--- src/rtl/gpio_rb_pkg.sv ---
package gpio_rb_pkg;
  typedef enum logic [1:0] {OP_VAL = 2'd0, OP_SET = 2'd1, OP_CLR = 2'd2, OP_TGL = 2'd3} alias_op_e;

  localparam int unsigned NUM_GRP = 8;
  localparam logic [3:0] G_IN   = 4'd0;
  localparam logic [3:0] G_OUT  = 4'd1;
  localparam logic [3:0] G_DIR  = 4'd2;
  localparam logic [3:0] G_FLAG = 4'd3;
  localparam logic [3:0] G_EN   = 4'd4;
  localparam logic [3:0] G_POL  = 4'd5;
  localparam logic [3:0] G_TYPE = 4'd6;
  localparam logic [3:0] G_ASYN = 4'd7;

  typedef struct packed {
    logic      hit;
    logic [3:0] grp;
    logic [3:0] port;
    alias_op_e op;
  } dec_t;
endpackage

--- src/rtl/gpio_rb_decode.sv ---
module gpio_rb_decode
  import gpio_rb_pkg::*;
#(
  parameter int unsigned NUM_PORTS = 4
) (
  input  logic [11:0] addr_i,
  output dec_t        dec_o
);
  logic single_word;

  always_comb begin
    dec_o.grp   = addr_i[11:8];
    dec_o.port  = addr_i[7:4];
    dec_o.op    = alias_op_e'(addr_i[3:2]);
    single_word = (dec_o.grp == G_IN) || (dec_o.grp == G_FLAG);
    dec_o.hit   = (dec_o.grp < 4'(NUM_GRP)) && (32'(dec_o.port) < NUM_PORTS)
                  && (!single_word || dec_o.op == OP_VAL);
  end
endmodule

--- src/rtl/gpio_rb_alias_reg.sv ---
module gpio_rb_alias_reg
  import gpio_rb_pkg::*;
#(
  parameter int unsigned W = 32
) (
  input  logic         clk_i,
  input  logic         rst_ni,
  input  logic         wr_en_i,
  input  alias_op_e    op_i,
  input  logic [W-1:0] wdata_i,
  output logic [W-1:0] q_o
);
  logic [W-1:0] nxt;

  always_comb begin
    unique case (op_i)
      OP_VAL:  nxt = wdata_i;
      OP_SET:  nxt = q_o | wdata_i;
      OP_CLR:  nxt = q_o & ~wdata_i;
      default: nxt = q_o ^ wdata_i;
    endcase
  end

  always_ff @(posedge clk_i or negedge rst_ni) begin
    if (!rst_ni)      q_o <= '0;
    else if (wr_en_i) q_o <= nxt;
  end
endmodule

--- src/rtl/gpio_rb_flag_reg.sv ---
module gpio_rb_flag_reg #(
  parameter int unsigned W = 32
) (
  input  logic         clk_i,
  input  logic         rst_ni,
  input  logic [W-1:0] set_i,
  input  logic         clr_en_i,
  input  logic [W-1:0] wdata_i,
  output logic [W-1:0] q_o
);
  logic [W-1:0] clr_mask;
  assign clr_mask = clr_en_i ? wdata_i : '0;

  // set dominates so no hardware event is lost to a racing clear
  always_ff @(posedge clk_i or negedge rst_ni) begin
    if (!rst_ni) q_o <= '0;
    else         q_o <= (q_o & ~clr_mask) | set_i;
  end
endmodule

--- src/rtl/gpio_rb_sync.sv ---
module gpio_rb_sync #(
  parameter int unsigned W = 32
) (
  input  logic         clk_i,
  input  logic         rst_ni,
  input  logic [W-1:0] d_i,
  output logic [W-1:0] q_o
);
  logic [W-1:0] meta;

  always_ff @(posedge clk_i or negedge rst_ni) begin
    if (!rst_ni) begin
      meta <= '0;
      q_o  <= '0;
    end else begin
      meta <= d_i;
      q_o  <= meta;
    end
  end
endmodule

--- src/rtl/gpio_regbank.sv ---
module gpio_regbank
  import gpio_rb_pkg::*;
#(
  parameter int unsigned NUM_PORTS = 4,
  parameter int unsigned DATA_W    = 32
) (
  input  logic                          clk_i,
  input  logic                          rst_ni,
  input  logic [11:0]                   bus_addr_i,
  input  logic                          bus_we_i,
  input  logic [DATA_W-1:0]             bus_wdata_i,
  input  logic                          bus_re_i,
  output logic [DATA_W-1:0]             bus_rdata_o,
  output logic                          bus_rvalid_o,
  input  logic [NUM_PORTS*DATA_W-1:0]   pin_in_i,
  output logic [NUM_PORTS*DATA_W-1:0]   pin_out_o,
  output logic [NUM_PORTS*DATA_W-1:0]   pin_oe_o,
  input  logic [NUM_PORTS*DATA_W-1:0]   flag_set_i,
  output logic [NUM_PORTS*DATA_W-1:0]   irq_flag_o,
  output logic [NUM_PORTS*DATA_W-1:0]   irq_en_o,
  output logic [NUM_PORTS*DATA_W-1:0]   irq_pol_o,
  output logic [NUM_PORTS*DATA_W-1:0]   irq_type_o,
  output logic [NUM_PORTS*DATA_W-1:0]   irq_async_o
);
  localparam int unsigned VEC_W = NUM_PORTS * DATA_W;

  dec_t              dec;
  logic [VEC_W-1:0]  pin_sync;
  logic [DATA_W-1:0] grp_q [NUM_GRP][NUM_PORTS];
  logic [DATA_W-1:0] rd_val;

  gpio_rb_decode #(.NUM_PORTS(NUM_PORTS)) u_dec (
    .addr_i (bus_addr_i),
    .dec_o  (dec)
  );

  gpio_rb_sync #(.W(VEC_W)) u_sync (
    .clk_i  (clk_i),
    .rst_ni (rst_ni),
    .d_i    (pin_in_i),
    .q_o    (pin_sync)
  );

  for (genvar p = 0; p < NUM_PORTS; p++) begin : g_port
    logic port_wr;
    assign port_wr = bus_we_i && dec.hit && (32'(dec.port) == p);

    for (genvar g = 0; g < NUM_GRP; g++) begin : g_grp
      if (g == int'(G_IN)) begin : g_in
        assign grp_q[g][p] = pin_sync[p*DATA_W +: DATA_W];
      end else if (g == int'(G_FLAG)) begin : g_flag
        gpio_rb_flag_reg #(.W(DATA_W)) u_flag (
          .clk_i    (clk_i),
          .rst_ni   (rst_ni),
          .set_i    (flag_set_i[p*DATA_W +: DATA_W]),
          .clr_en_i (port_wr && dec.grp == G_FLAG),
          .wdata_i  (bus_wdata_i),
          .q_o      (grp_q[g][p])
        );
      end else begin : g_cfg
        gpio_rb_alias_reg #(.W(DATA_W)) u_reg (
          .clk_i   (clk_i),
          .rst_ni  (rst_ni),
          .wr_en_i (port_wr && dec.grp == 4'(g)),
          .op_i    (dec.op),
          .wdata_i (bus_wdata_i),
          .q_o     (grp_q[g][p])
        );
      end
    end

    assign pin_oe_o[p*DATA_W +: DATA_W]    = grp_q[G_DIR][p];
    assign pin_out_o[p*DATA_W +: DATA_W]   = grp_q[G_OUT][p] & grp_q[G_DIR][p];
    assign irq_flag_o[p*DATA_W +: DATA_W]  = grp_q[G_FLAG][p];
    assign irq_en_o[p*DATA_W +: DATA_W]    = grp_q[G_EN][p];
    assign irq_pol_o[p*DATA_W +: DATA_W]   = grp_q[G_POL][p];
    assign irq_type_o[p*DATA_W +: DATA_W]  = grp_q[G_TYPE][p];
    assign irq_async_o[p*DATA_W +: DATA_W] = grp_q[G_ASYN][p];
  end

  always_comb begin
    rd_val = '0;
    if (dec.hit) begin
      for (int p = 0; p < int'(NUM_PORTS); p++) begin
        for (int g = 0; g < int'(NUM_GRP); g++) begin
          if (32'(dec.port) == p && 32'(dec.grp) == g) rd_val = grp_q[g][p];
        end
      end
    end
  end

  always_ff @(posedge clk_i or negedge rst_ni) begin
    if (!rst_ni) begin
      bus_rdata_o  <= '0;
      bus_rvalid_o <= 1'b0;
    end else begin
      bus_rvalid_o <= bus_re_i;
      if (bus_re_i) bus_rdata_o <= rd_val;
    end
  end
endmodule

--- config.mk ---
export PLATFORM = sky130hd
export DESIGN_NAME = gpio_regbank
export DESIGN_NICKNAME = d
export VERILOG_FILES = /design/src/rtl/gpio_rb_pkg.sv /design/src/rtl/gpio_rb_decode.sv /design/src/rtl/gpio_rb_alias_reg.sv /design/src/rtl/gpio_rb_flag_reg.sv /design/src/rtl/gpio_rb_sync.sv /design/src/rtl/gpio_regbank.sv
export SDC_FILE = /design/constraint.sdc
export NUM_CORES = 2
export LEC_CHECK = 0
export ABC_AREA = 0
export BUFFER_PORTS_ARGS = -buffer_cell sky130_fd_sc_hd__buf_2
export CAP_MARGIN = 15
export CORE_ASPECT_RATIO = 1.2
export CORE_MARGIN = 10
export CORE_UTILIZATION = 43
export DETAILED_ROUTE_END_ITERATION = 8
export MAX_ROUTING_LAYER = met4
export PLACE_DENSITY = 0.72
export SYNTH_ARGS = -nofsm -noshare
export SYNTH_HDL_FRONTEND = slang
export SYNTH_SLANG_ARGS = --single-unit
--- constraint.sdc ---
create_clock -name clk_i -period 3.7 [get_ports clk_i]
set_input_delay 0.555 -clock clk_i [delete_from_list [all_inputs] [get_ports clk_i]]
set_output_delay 0.555 -clock clk_i [all_outputs]
set_load 0.05 [all_outputs]
==> flow_summary.yaml <==
logic_synthesis:
  syn_area_per_cell_um2: 8.44
  ys_seq_elements: 1185
  ys_async_sr_fraction_pct: 100
  synth_edf_count: 0
  netlist_area_um2: 97400
  yosysSeqAreaShare_pct: 30.4
  ys_types: 86
  synth_area_leaders: "dfrtp_1 30%, ha_1 20%, a211oi_1 6.2%"
  synth_common_cells: "1536 x ha_1, 1185 x dfrtp_1, 1028 x nand2_1, 924 x a21oi_1, 924 x o21ai_0"
  synth_top_cell_by_area: "dfrtp_1"
  synthMostInstantiatedCell: "ha_1"
  yosys_warnings: 0
  synth_top_area_share_pct: 30.4
  ys.flop_type: "dfrtp_1"
  synthCells: 11500
  syn_nets: 13400
hold_path:
  hold_depth: 3
  hold_path.class: "input pin to flip-flop"
global_routing:
  grt_max_degree: 285
  grt_overflow: 0
  grtUsageTotal_pct: 47.8
  grt_pass1_wl_um: 786000
  antenna_found_initial: 71
  grt_pass1_vias: 88100
cells_and_area:
  fillers: 21400
  fin_area_um2: 112000
  seqCellArea_um2: 29700
  final_nets: 14000
  post-route-util_pct: 49.9
  multiInputGateArea_um2: 56000
  drive_above_1_share_pct: 18.1
  area_growth_pct: 15.5
  layout.cells.non_filler: 15300
sta:
  drv_slew: 0
  fmax_mhz: 284
  grt_setup_unrepaired: "no"
  max_slew_margin_pct: 12.6
  period_share_pct: 95.1
  setup_viol: 0
  finClkSkew_ns: 0.0572
  fin_crit_ns: 3.52
  worst_pin_slew_ns: 1.28
  hold_viol_final: 0
  fin_ws_ns: 0.183
placed_design:
  dp_cells: 14700
  pre_cts_ws_ns: -0.438
  gp_congestion: 1.11
  numPortBuffers: 1230
  post_dp_cell_area_um2: 105000
  dp_hpwl_um: 450000
pwr:
  total_power_w: 0.0360
  pwr-share-clk_pct: 44.7
  p_sw_w: 0.0116
  p_leak_nw: 51.5
  power_density_nw_per_um2: 320
  sw_frac_of_total_pct: 32.3
  vdd_ir_drop_max_mv: 0.399
  pwr-share-seq_pct: 37.5
  p_int_w: 0.0244
  p_comb_share_pct: 17.8
setup_path:
  cp_top_family: "simple AND/OR/NAND/NOR gates"
  cpMaxStageDelayCell: "nor3_1"
  worstSetupPathType: "input pin to flip-flop"
  critPathMaxFanout: 21
  cp.depth: 12
  crit_top_cell: "buf_4"
  worstPathRequired_ns: 4.52
  worstPathArrival_ns: 4.33
  crit_buf_inv: 5
  end_kind: "flip-flop"
  ff2ff_path_depth: 8
  cp_cell_sequence: "buf_2 -> buf_12 -> nor2_2 -> buf_4 -> buf_4 -> nand3_1 -> a21oi_1 -> nor3_1 -> nor3_1 -> o21ai_0 -> buf_4 -> a31oi_1"
  worstSetupStartpointType: "input pin"
  crit_path_max_incr_delay_ns: 0.95
clock_network:
  cts_max_path_buffers: 4
  root_buffer: "clkbuf_16"
  cts.sinks: 1185
  clock_latency_ns: 0.92
  h-tree-depth: 4
  cts_tree: "done"
  cts_buffers: 149
  clk_pin_slew_ns: 0.06
  postCtsSetupBuffers: 0
detailed_routing:
  drcViolationCount: 0
  vias: 97800
  antenna_left: 0
  routedWlPerCell_um: 38.9
  firstDrtPassIters: 7
  via_per_inst: 6.39
  drtIter0Drc: 15500
  routed_wl_um: 596000
floorplan:
  dieHeight_um: 541
  rows: 191
  die_w_um: 455
  core_area_um2: 226000
  initial_core_util_pct: 43.2
  die_area_um2: 246000
  io_pins: 1233
run:
  cap_violations: 0
run_status:
  outcome: "finished clean"
## placed cells by master, fill, tap and decap left out, types with 25 or more instances in the layout
master            n
ha_1           1536
buf_2          1224
dfrtp_1        1185
nand2_1        1019
o21ai_0         924
a21oi_1         924
a211oi_1        809
nor3_1          797
nor2b_1         780
inv_1           772
buf_4           433
dlygate4sd3_1   257
nor2_1          241
clkbuf_16       150
buf_12          142
a21o_1          132
a22oi_1          91
o22ai_1          69
a221oi_1         64
diode_2          63
o211ai_1         52
o221ai_1         50
mux2i_1          45
nand3_1          35
nor2_4           35
inv_2            33
clkbuf_8         29
a31oi_1          25
## stage by stage
step | setup TNS (ns) | hold WS [ns]
floorplan | 0 | 0.259
global placement | -0.822 | 0.332
detailed placement | -0.682 | 0.335
CTS | 0 | 0.0450
global route | 0 | 0.0573
finish | 0 | 0.0325
## layer usage
metal	vias up	global-route usage, %	part of all wire (%)
met2	7699	65.4	40
met3	2432	16.9	13
li1	40700	-	-
met4	0	51.5	14
met1	47000	50.9	33
met5	-	-	0
## area by class of cell
class                   instances  area share [%]
diodes                         63           0.140
clock buffers                 199            3.76
clock inverters                57           0.758
inverters                     807            2.69
multi-input cells            7943            49.8
flip-flops and latches       1185            26.4
well taps                    2991            3.33
repair buffers               2061            13.2
## path summary, 6_finish.rpt
path	end	start	slack, ns
min	g_port[1].g_grp[3].g_flag.u_flag.q_o[22]$_DFF_PN0_	bus_wdata_i[22]	0.03
min in group asynchronous	g_port[0].g_grp[7].g_cfg.u_reg.q_o[7]$_DFFE_PN0P_	rst_ni	0.30
max reg2reg	bus_rdata_o[29]$_DFFE_PN0P_	g_port[1].g_grp[6].g_cfg.u_reg.q_o[29]$_DFFE_PN0P_	0.24
max in group asynchronous	g_port[3].g_grp[2].g_cfg.u_reg.q_o[22]$_DFFE_PN0P_	rst_ni	2.16
max	bus_rdata_o[20]$_DFFE_PN0P_	bus_addr_i[11]	0.18
min reg2reg	u_sync.q_o[116]$_DFF_PN0_	u_sync.meta[116]$_DFF_PN0_	0.30
## registers in the layout (all words and copies together), names as in the netlist
name                            count
g_port.g_grp.g_cfg.u_reg.q_o      768
g_port.g_grp.g_flag.u_flag.q_o    128
bus_rdata_o                        32
u_sync.q_o                        128
bus_rvalid_o                        1
u_sync.meta                       128
## power by group through the flow
stage	Sequential [W]	Clock, W	Combinational [W]
2_1_floorplan	0.0135	0	0.00311
3_3_place_gp	0.0137	0	0.00579
6_report	0.0135	0.0161	0.00641
4_1_cts	0.0134	0.0160	0.00613
5_1_grt	0.0134	0.0165	0.00669
3_5_place_dp	0.0137	0	0.00589
## worst reg2reg max path, delay by kind of cell, from the launching register on
kind / cells / cell delay [ns]
AO/OA/AOI/OAI: 4 / 1.54
buffers and inverters: 2 / 0.72
flip-flops: 1 / 0.43
AND/OR/NAND/NOR: 2 / 0.62
## repair_timing
action,CTS,global route
hold buffers,257,0
resized for setup,0,0
endpoints found under the hold margin,288,0
## cell families after synthesis
family                     share of synthesized area [%]
DFF                                                 30.4
buffers and inverters                               12.5
AOI/OAI and AO/OA                                   20.9
muxes                                               1.09
and+or+nand+nor                                     15.3
adders and majority gates                           19.7
(Power assumes the default switching activity.)
